File: src/rtl/sdac_pkg.sv
package sdac_pkg;
  typedef enum logic {
    SEG_LOWER = 1'b0,
    SEG_UPPER = 1'b1
  } seg_e;
endpackage

File: src/rtl/sdac_field_extract.sv
module sdac_field_extract
  import sdac_pkg::*;
#(
  parameter int DAC_W = 16
) (
  input  logic [DAC_W:0]   sample,
  input  logic             wide,
  output seg_e             seg,
  output logic [DAC_W-1:0] payload
);
  localparam int NARROW_TOP = DAC_W - 1;

  logic [DAC_W-1:0] narrow_payload;

  // 16-bit mode: data bits move up one place, LSB is zero
  assign narrow_payload = {sample[NARROW_TOP-1:0], 1'b0};

  always_comb begin
    if (wide) begin
      seg     = seg_e'(sample[DAC_W]);
      payload = sample[DAC_W-1:0];
    end else begin
      seg     = seg_e'(sample[NARROW_TOP]);
      payload = narrow_payload;
    end
  end
endmodule

File: src/rtl/sdac_upper_inc.sv
module sdac_upper_inc #(
  parameter int DAC_W = 16
) (
  input  logic [DAC_W-1:0] payload,
  output logic [DAC_W-1:0] corrected
);
  logic [DAC_W:0] sum;

  assign sum = {1'b0, payload} + {{DAC_W{1'b0}}, 1'b1};

  // clamp instead of wrapping at full scale
  assign corrected = sum[DAC_W] ? {DAC_W{1'b1}} : sum[DAC_W-1:0];
endmodule

File: src/rtl/sdac_out_reg.sv
module sdac_out_reg #(
  parameter int DAC_W = 16
) (
  input  logic             clk,
  input  logic             rst,
  input  logic             load,
  input  logic [DAC_W-1:0] nxt_upper,
  input  logic [DAC_W-1:0] nxt_lower,
  output logic             valid_q,
  output logic [DAC_W-1:0] upper_q,
  output logic [DAC_W-1:0] lower_q
);
  localparam logic [DAC_W-1:0] RST_UPPER = DAC_W'(1);
  localparam logic [DAC_W-1:0] RST_LOWER = {DAC_W{1'b1}};

  always_ff @(posedge clk) begin
    if (rst) begin
      valid_q <= 1'b0;
      upper_q <= RST_UPPER;
      lower_q <= RST_LOWER;
    end else begin
      valid_q <= load;
      if (load) begin
        upper_q <= nxt_upper;
        lower_q <= nxt_lower;
      end
    end
  end
endmodule

File: src/rtl/seg_dac_splitter.sv
module seg_dac_splitter
  import sdac_pkg::*;
#(
  parameter int DAC_W = 16
) (
  input  logic             clk,
  input  logic             rst,
  input  logic             in_valid,
  input  logic [DAC_W:0]   in_sample,
  input  logic             mode_wide,
  output logic             out_valid,
  output logic [DAC_W-1:0] upper_word,
  output logic [DAC_W-1:0] lower_word
);
  localparam logic [DAC_W-1:0] RAIL_LO = {DAC_W{1'b0}};
  localparam logic [DAC_W-1:0] RAIL_HI = {DAC_W{1'b1}};

  seg_e             seg;
  logic [DAC_W-1:0] payload;
  logic [DAC_W-1:0] payload_inc;
  logic [DAC_W-1:0] nxt_upper;
  logic [DAC_W-1:0] nxt_lower;

  sdac_field_extract #(.DAC_W(DAC_W)) u_extract (
    .sample  (in_sample),
    .wide    (mode_wide),
    .seg     (seg),
    .payload (payload)
  );

  sdac_upper_inc #(.DAC_W(DAC_W)) u_inc (
    .payload   (payload),
    .corrected (payload_inc)
  );

  always_comb begin
    if (seg == SEG_UPPER) begin
      nxt_upper = payload_inc;
      nxt_lower = RAIL_HI;
    end else begin
      nxt_upper = RAIL_LO;
      nxt_lower = payload;
    end
  end

  sdac_out_reg #(.DAC_W(DAC_W)) u_oreg (
    .clk       (clk),
    .rst       (rst),
    .load      (in_valid),
    .nxt_upper (nxt_upper),
    .nxt_lower (nxt_lower),
    .valid_q   (out_valid),
    .upper_q   (upper_word),
    .lower_q   (lower_word)
  );
endmodule

File: config.mk
export PLATFORM = sky130hd
export DESIGN_NAME = seg_dac_splitter
export DESIGN_NICKNAME = d
export VERILOG_FILES = /design/src/rtl/sdac_pkg.sv /design/src/rtl/sdac_field_extract.sv /design/src/rtl/sdac_upper_inc.sv /design/src/rtl/sdac_out_reg.sv /design/src/rtl/seg_dac_splitter.sv
export SDC_FILE = /design/constraint.sdc
export NUM_CORES = 1
export LEC_CHECK = 0
export BUFFER_PORTS_ARGS = -buffer_cell sky130_fd_sc_hd__buf_2
export CAP_MARGIN = 20
export CORE_MARGIN = 4
export CORE_UTILIZATION = 55
export CTS_CLUSTER_SIZE = 12
export DETAILED_ROUTE_END_ITERATION = 12
export GPL_TIMING_DRIVEN = 0
export HOLD_SLACK_MARGIN = 0.02
export PLACE_DENSITY = 0.84
export RECOVER_POWER = 25
export SYNTH_ARGS = -nofsm -noshare
export SYNTH_HDL_FRONTEND = slang
export SYNTH_SLANG_ARGS = --single-unit
File: constraint.sdc
create_clock -name clk -period 5.3 [get_ports clk]
set_clock_uncertainty 0.05 [all_clocks]
set_input_delay 0.265 -clock clk [delete_from_list [all_inputs] [get_ports clk]]
set_output_delay 0.265 -clock clk [all_outputs]
set_load 0.02 [all_outputs]
# Word level (Yosys, flattened, before mapping)
# Index checks and enable logic that the tools add are counted.
# Widths: inputs -> output; s select.
# totals
register_bits,33
input_bits,21
# op_classes
n_addsub,1
muxes,5
# op_table
operator,count
$mux 16,4
$add 16x1->17 const B,1
$mux 1,1

# Depth between registers and ports, before layout
# depth
depth_word,4
mapped_depth,11
mapped_depth_nobuf,7

# Hierarchy
# Synthesis repeated with hierarchy kept, for this count alone.
# hier_totals
cells_unflattened,222
area_unflattened_um2,2085.8
# by_module_without_submodules
module,n_inst,cells_per_inst,area_each_um2
sdac_out_reg,1,107,1212.4
sdac_upper_inc,1,61,390.4
sdac_field_extract,1,19,252.7
seg_dac_splitter,1,35,230.2

# Worst setup path after synthesis
# No wires, ideal clock.
# synth_timing
path_kind,input-to-reg
startpoint,in mode_wide
endpoint,reg u_oreg.upper_q[10]
t_arrival_ns,2.925
setup_slack_ns,2.237
stages,10
cell_sequence,buf_6 clkbuf_1 clkbuf_1 mux2_2 ha_1 nand3_1 or4b_4 or4b_4 buf_6 a311oi_2
# synth_between
elab_chain_len,4
word_cells_on_any_way,5
classes_between,add/sub (1); mux (4)
# synth_rtl
item,line_no,source
start: declaration,seg_dac_splitter.sv:10,"input logic mode_wide,"
$mux 16,sdac_field_extract.sv:19,if (wide) begin
$add 16x1->17,sdac_upper_inc.sv:9,"assign sum = {1'b0, payload} + {{DAC_W{1'b0}}, 1'b1};"
$mux 16,sdac_upper_inc.sv:12,assign corrected = sum[DAC_W] ? {DAC_W{1'b1}} : sum[DAC_W-1:0];
$mux 16 *,seg_dac_splitter.sv:37,if (seg == SEG_UPPER) begin
end signal: assignment,sdac_out_reg.sv:24,upper_q <= nxt_upper;
end: declaration,sdac_out_reg.sv:10,"output logic [DAC_W-1:0] upper_q,"
# Every way passes the cells marked *; elsewhere a longest branch is shown, timed or not.
# A chain may end at the register's enable or synchronous reset.

# Final worst setup path
# Same ends and word-level chain as after synthesis.

==> flow_metrics.tcl <==
set metrics [dict create \
    status "completed" \
    period_share_pct 59.1 \
    synth_edf_count 0 \
    drv_slew 0 \
    cap_violations 0 \
    gp_congestion 0.924 \
    coreArea_sq_um 3100 \
    synthArstFlopShare_pct 0 \
    grt_pass1_wl_microns 7450 \
    initial_core_util_pct 58.2 \
    drtIter0Drc 112 \
    clock.fmax_mhz 319 \
    wl_microns 4590 \
    worstPathArrival_ns 3.33 \
    dp_hpwl_microns 3610 \
    power.total_uw 526 \
    ys_warn_count 0 \
    multiInputGateArea_sq_um 1060 \
    power_leakage_nw 0.896 \
    clk_latency_ns 0.33 \
    start_kind "primary input" \
    die_h_microns 65.3 \
    rsz0062_at_grt "no" \
    portBuffers 48 \
    path_clk_slew_ns 0.09 \
    hold_buffers 0 \
    netlist_instances 215 \
    synth.most_common_cell "nand2_1" \
    detail_route.first_pass.iterations 6 \
    clock_sinks 33 \
    path_class "primary input to flop" \
    n_fill_cell 293 \
    ir_drop_mv 0.157 \
    grt_start_max_net_pins 11 \
    groute.layer.met1.usage_pct 29.3 \
    reg2reg_from "u_oreg.upper_q[0]" \
    path_max_fanout 10 \
    first_global_vias 1643 \
    vias 1777 \
    slowest_delay_ns 0.60 \
    netlist_area_sq_um 1810 \
    vias_per_cell 5.66 \
    final_nets 292 \
    post-route-drc-count 0 \
    clockRootBuffer "clkbuf_4" \
    cp_num_cells 10 \
    timing.rr.end "u_oreg.upper_q[0]" \
    required_ns 5.50 \
    synth_top_cell_by_area "dfxtp_1" \
    power_density_nw_per_um2 246 \
    finalSetupViolations 0 \
    area_growth_pct 18.3 \
    critPathTopFamily "simple AND/OR/NAND/NOR gates" \
    tns_ns 0 \
    grt_use_met3_pct 4.96 \
    synth_cell_types 41 \
    diodes 0 \
    cts_buffers 5 \
    period_needed_ns 3.13 \
    postCtsSetupBuffers 0 \
    crit_chain "buf_6, clkbuf_1, clkbuf_1, mux2_2, ha_1, nand3_1, or4b_4, or4b_4, buf_6, a311oi_2" \
    endpoint "u_oreg.upper_q[10]" \
    cts_max_level 2 \
    antenna_found_initial 0 \
    yosysSeqAreaShare_pct 36.6 \
    startpoint "mode_wide" \
    ys.flop_type "dfxtp_1" \
    max_slew_margin_pct 56.5 \
    cts_tree "done" \
    hold_viol 0 \
    slowest_stage "or4b_4" \
    ctsLongestPathBuffers 2 \
    cts_resized 0 \
    utilization_pct 68.8 \
    synthTopCellsByArea "dfxtp_1, nand2_1, mux2i_1, o21ai_0, a22o_1" \
    wl_per_cell_microns 14.6 \
    hold_path.class "primary input to flop" \
    tightest_slew_ns 0.647 \
    r2r_cells 1 \
    cp-end-kind "flop" \
    ff_latch_area_sq_um 661 \
    io_pins 54 \
    syn-num-nets 237 \
    synth_top_area_share_pct 36.6 \
    fp.dieW_microns 65.3 \
    die_area_sq_um 4260 \
    rows 20 \
    drive_gt1_share_pct 18.9 \
    ant_nets 0 \
    reg2reg_slack_ns 4.44 \
    grt-busiest-layer "met2" \
    cp.buffers_inverters 4 \
    synth-seq-cells 33 \
    grt_usage_pct 22.4 \
    overflow 0 \
    synth_common_cells "nand2_1, dfxtp_1, o21ai_0" \
    use_met2_pct 35.3 \
    syn_area_per_cell_sq_um 8.40 \
]
power breakdown:
part | leakage, nW | total, mW | switching [mW] | internal, mW
combinational | 0.594 | 0.119 | 0.0767 | 0.0422
sequential | 0.271 | 0.268 | 0.00648 | 0.261
clock | 0.0314 | 0.139 | 0.0766 | 0.0625
final cells by class:
type	count	share of cell area, %
buffer	15	3.46
multi-input combinational	164	49.6
timing repair buffer	48	10.3
sequential	33	30.9
tap	44	2.58
clock buffer	7	2.58
inverter	3	0.527
cells in the final DEF, fill, tap and decap left out, types with 2 or more instances in the layout:
cell / instances
mux2_2: 2
xor2_1: 4
nand2b_1: 2
mux2i_1: 13
nand4_1: 4
a21oi_1: 9
nor3_1: 2
nor2_1: 14
o211ai_1: 2
o21ai_0: 18
a22o_1: 10
or4b_4: 2
nor2b_1: 4
inv_1: 2
clkbuf_4: 5
dfxtp_1: 33
buf_2: 34
a32oi_1: 2
clkbuf_1: 27
buf_6: 2
nor4_1: 3
and2_1: 5
a21o_1: 2
xnor2_1: 4
nand2_1: 39
a221o_1: 3
o21ai_2: 2
nand3_1: 4
a211o_1: 2
nor4b_1: 2
metrics by stage:
| stage | hold slack (ns) | instance area, sq um | setup slack, ns | instances |
|---|---|---|---|---|
| 4_1_cts | 0.161 | 2160 | 2.20 | 314 |
| 3_5_place_dp | 0.402 | 2100 | 1.87 | 307 |
| 3_3_place_gp | 0.399 | 2100 | 1.85 | 307 |
| 2_1_floorplan | 0.282 | 1810 | 2.24 | 215 |
| 5_1_grt | 0.169 | 2140 | 2.09 | 314 |
| 6_report | 0.168 | 2140 | 2.17 | 314 |
kinds of logic after synthesis:
kind of cell    synth area share [%]
simple gates                    23.9
compound gates                  21.8
flops                           36.6
buf+inv                         4.71
mux                             8.45
xor+xnor                        3.88
fa+ha+maj                      0.693
state kept, by name, summed over array words and instances (netlist names):
| name | flops |
|---|---|
| u_oreg.lower_q | 16 |
| u_oreg.upper_q | 16 |
| u_oreg.valid_q | 1 |
layer usage:
| metal | share of wire [%] | up-vias |
|---|---|---|
| met5 | 0 | - |
| met4 | 2.0 | 0 |
| met3 | 8.1 | 12 |
| met2 | 46 | 77 |
| met1 | 44 | 804 |
| li1 | - | 884 |
worst min path at each step:
stage,startpoint,to,slack [ns],depth (start not counted)
3_5_place_dp,u_oreg.upper_q[14],u_oreg.upper_q[14],0.40,1
4_1_cts,rst,u_oreg.upper_q[10],0.16,2
2_1_floorplan,rst,u_oreg.valid_q,0.28,1
3_3_place_gp,u_oreg.upper_q[14],u_oreg.upper_q[14],0.40,1
6_report,rst,u_oreg.upper_q[10],0.17,2
5_1_grt,rst,u_oreg.upper_q[10],0.17,2
Power figures use the tool's default switching activity.
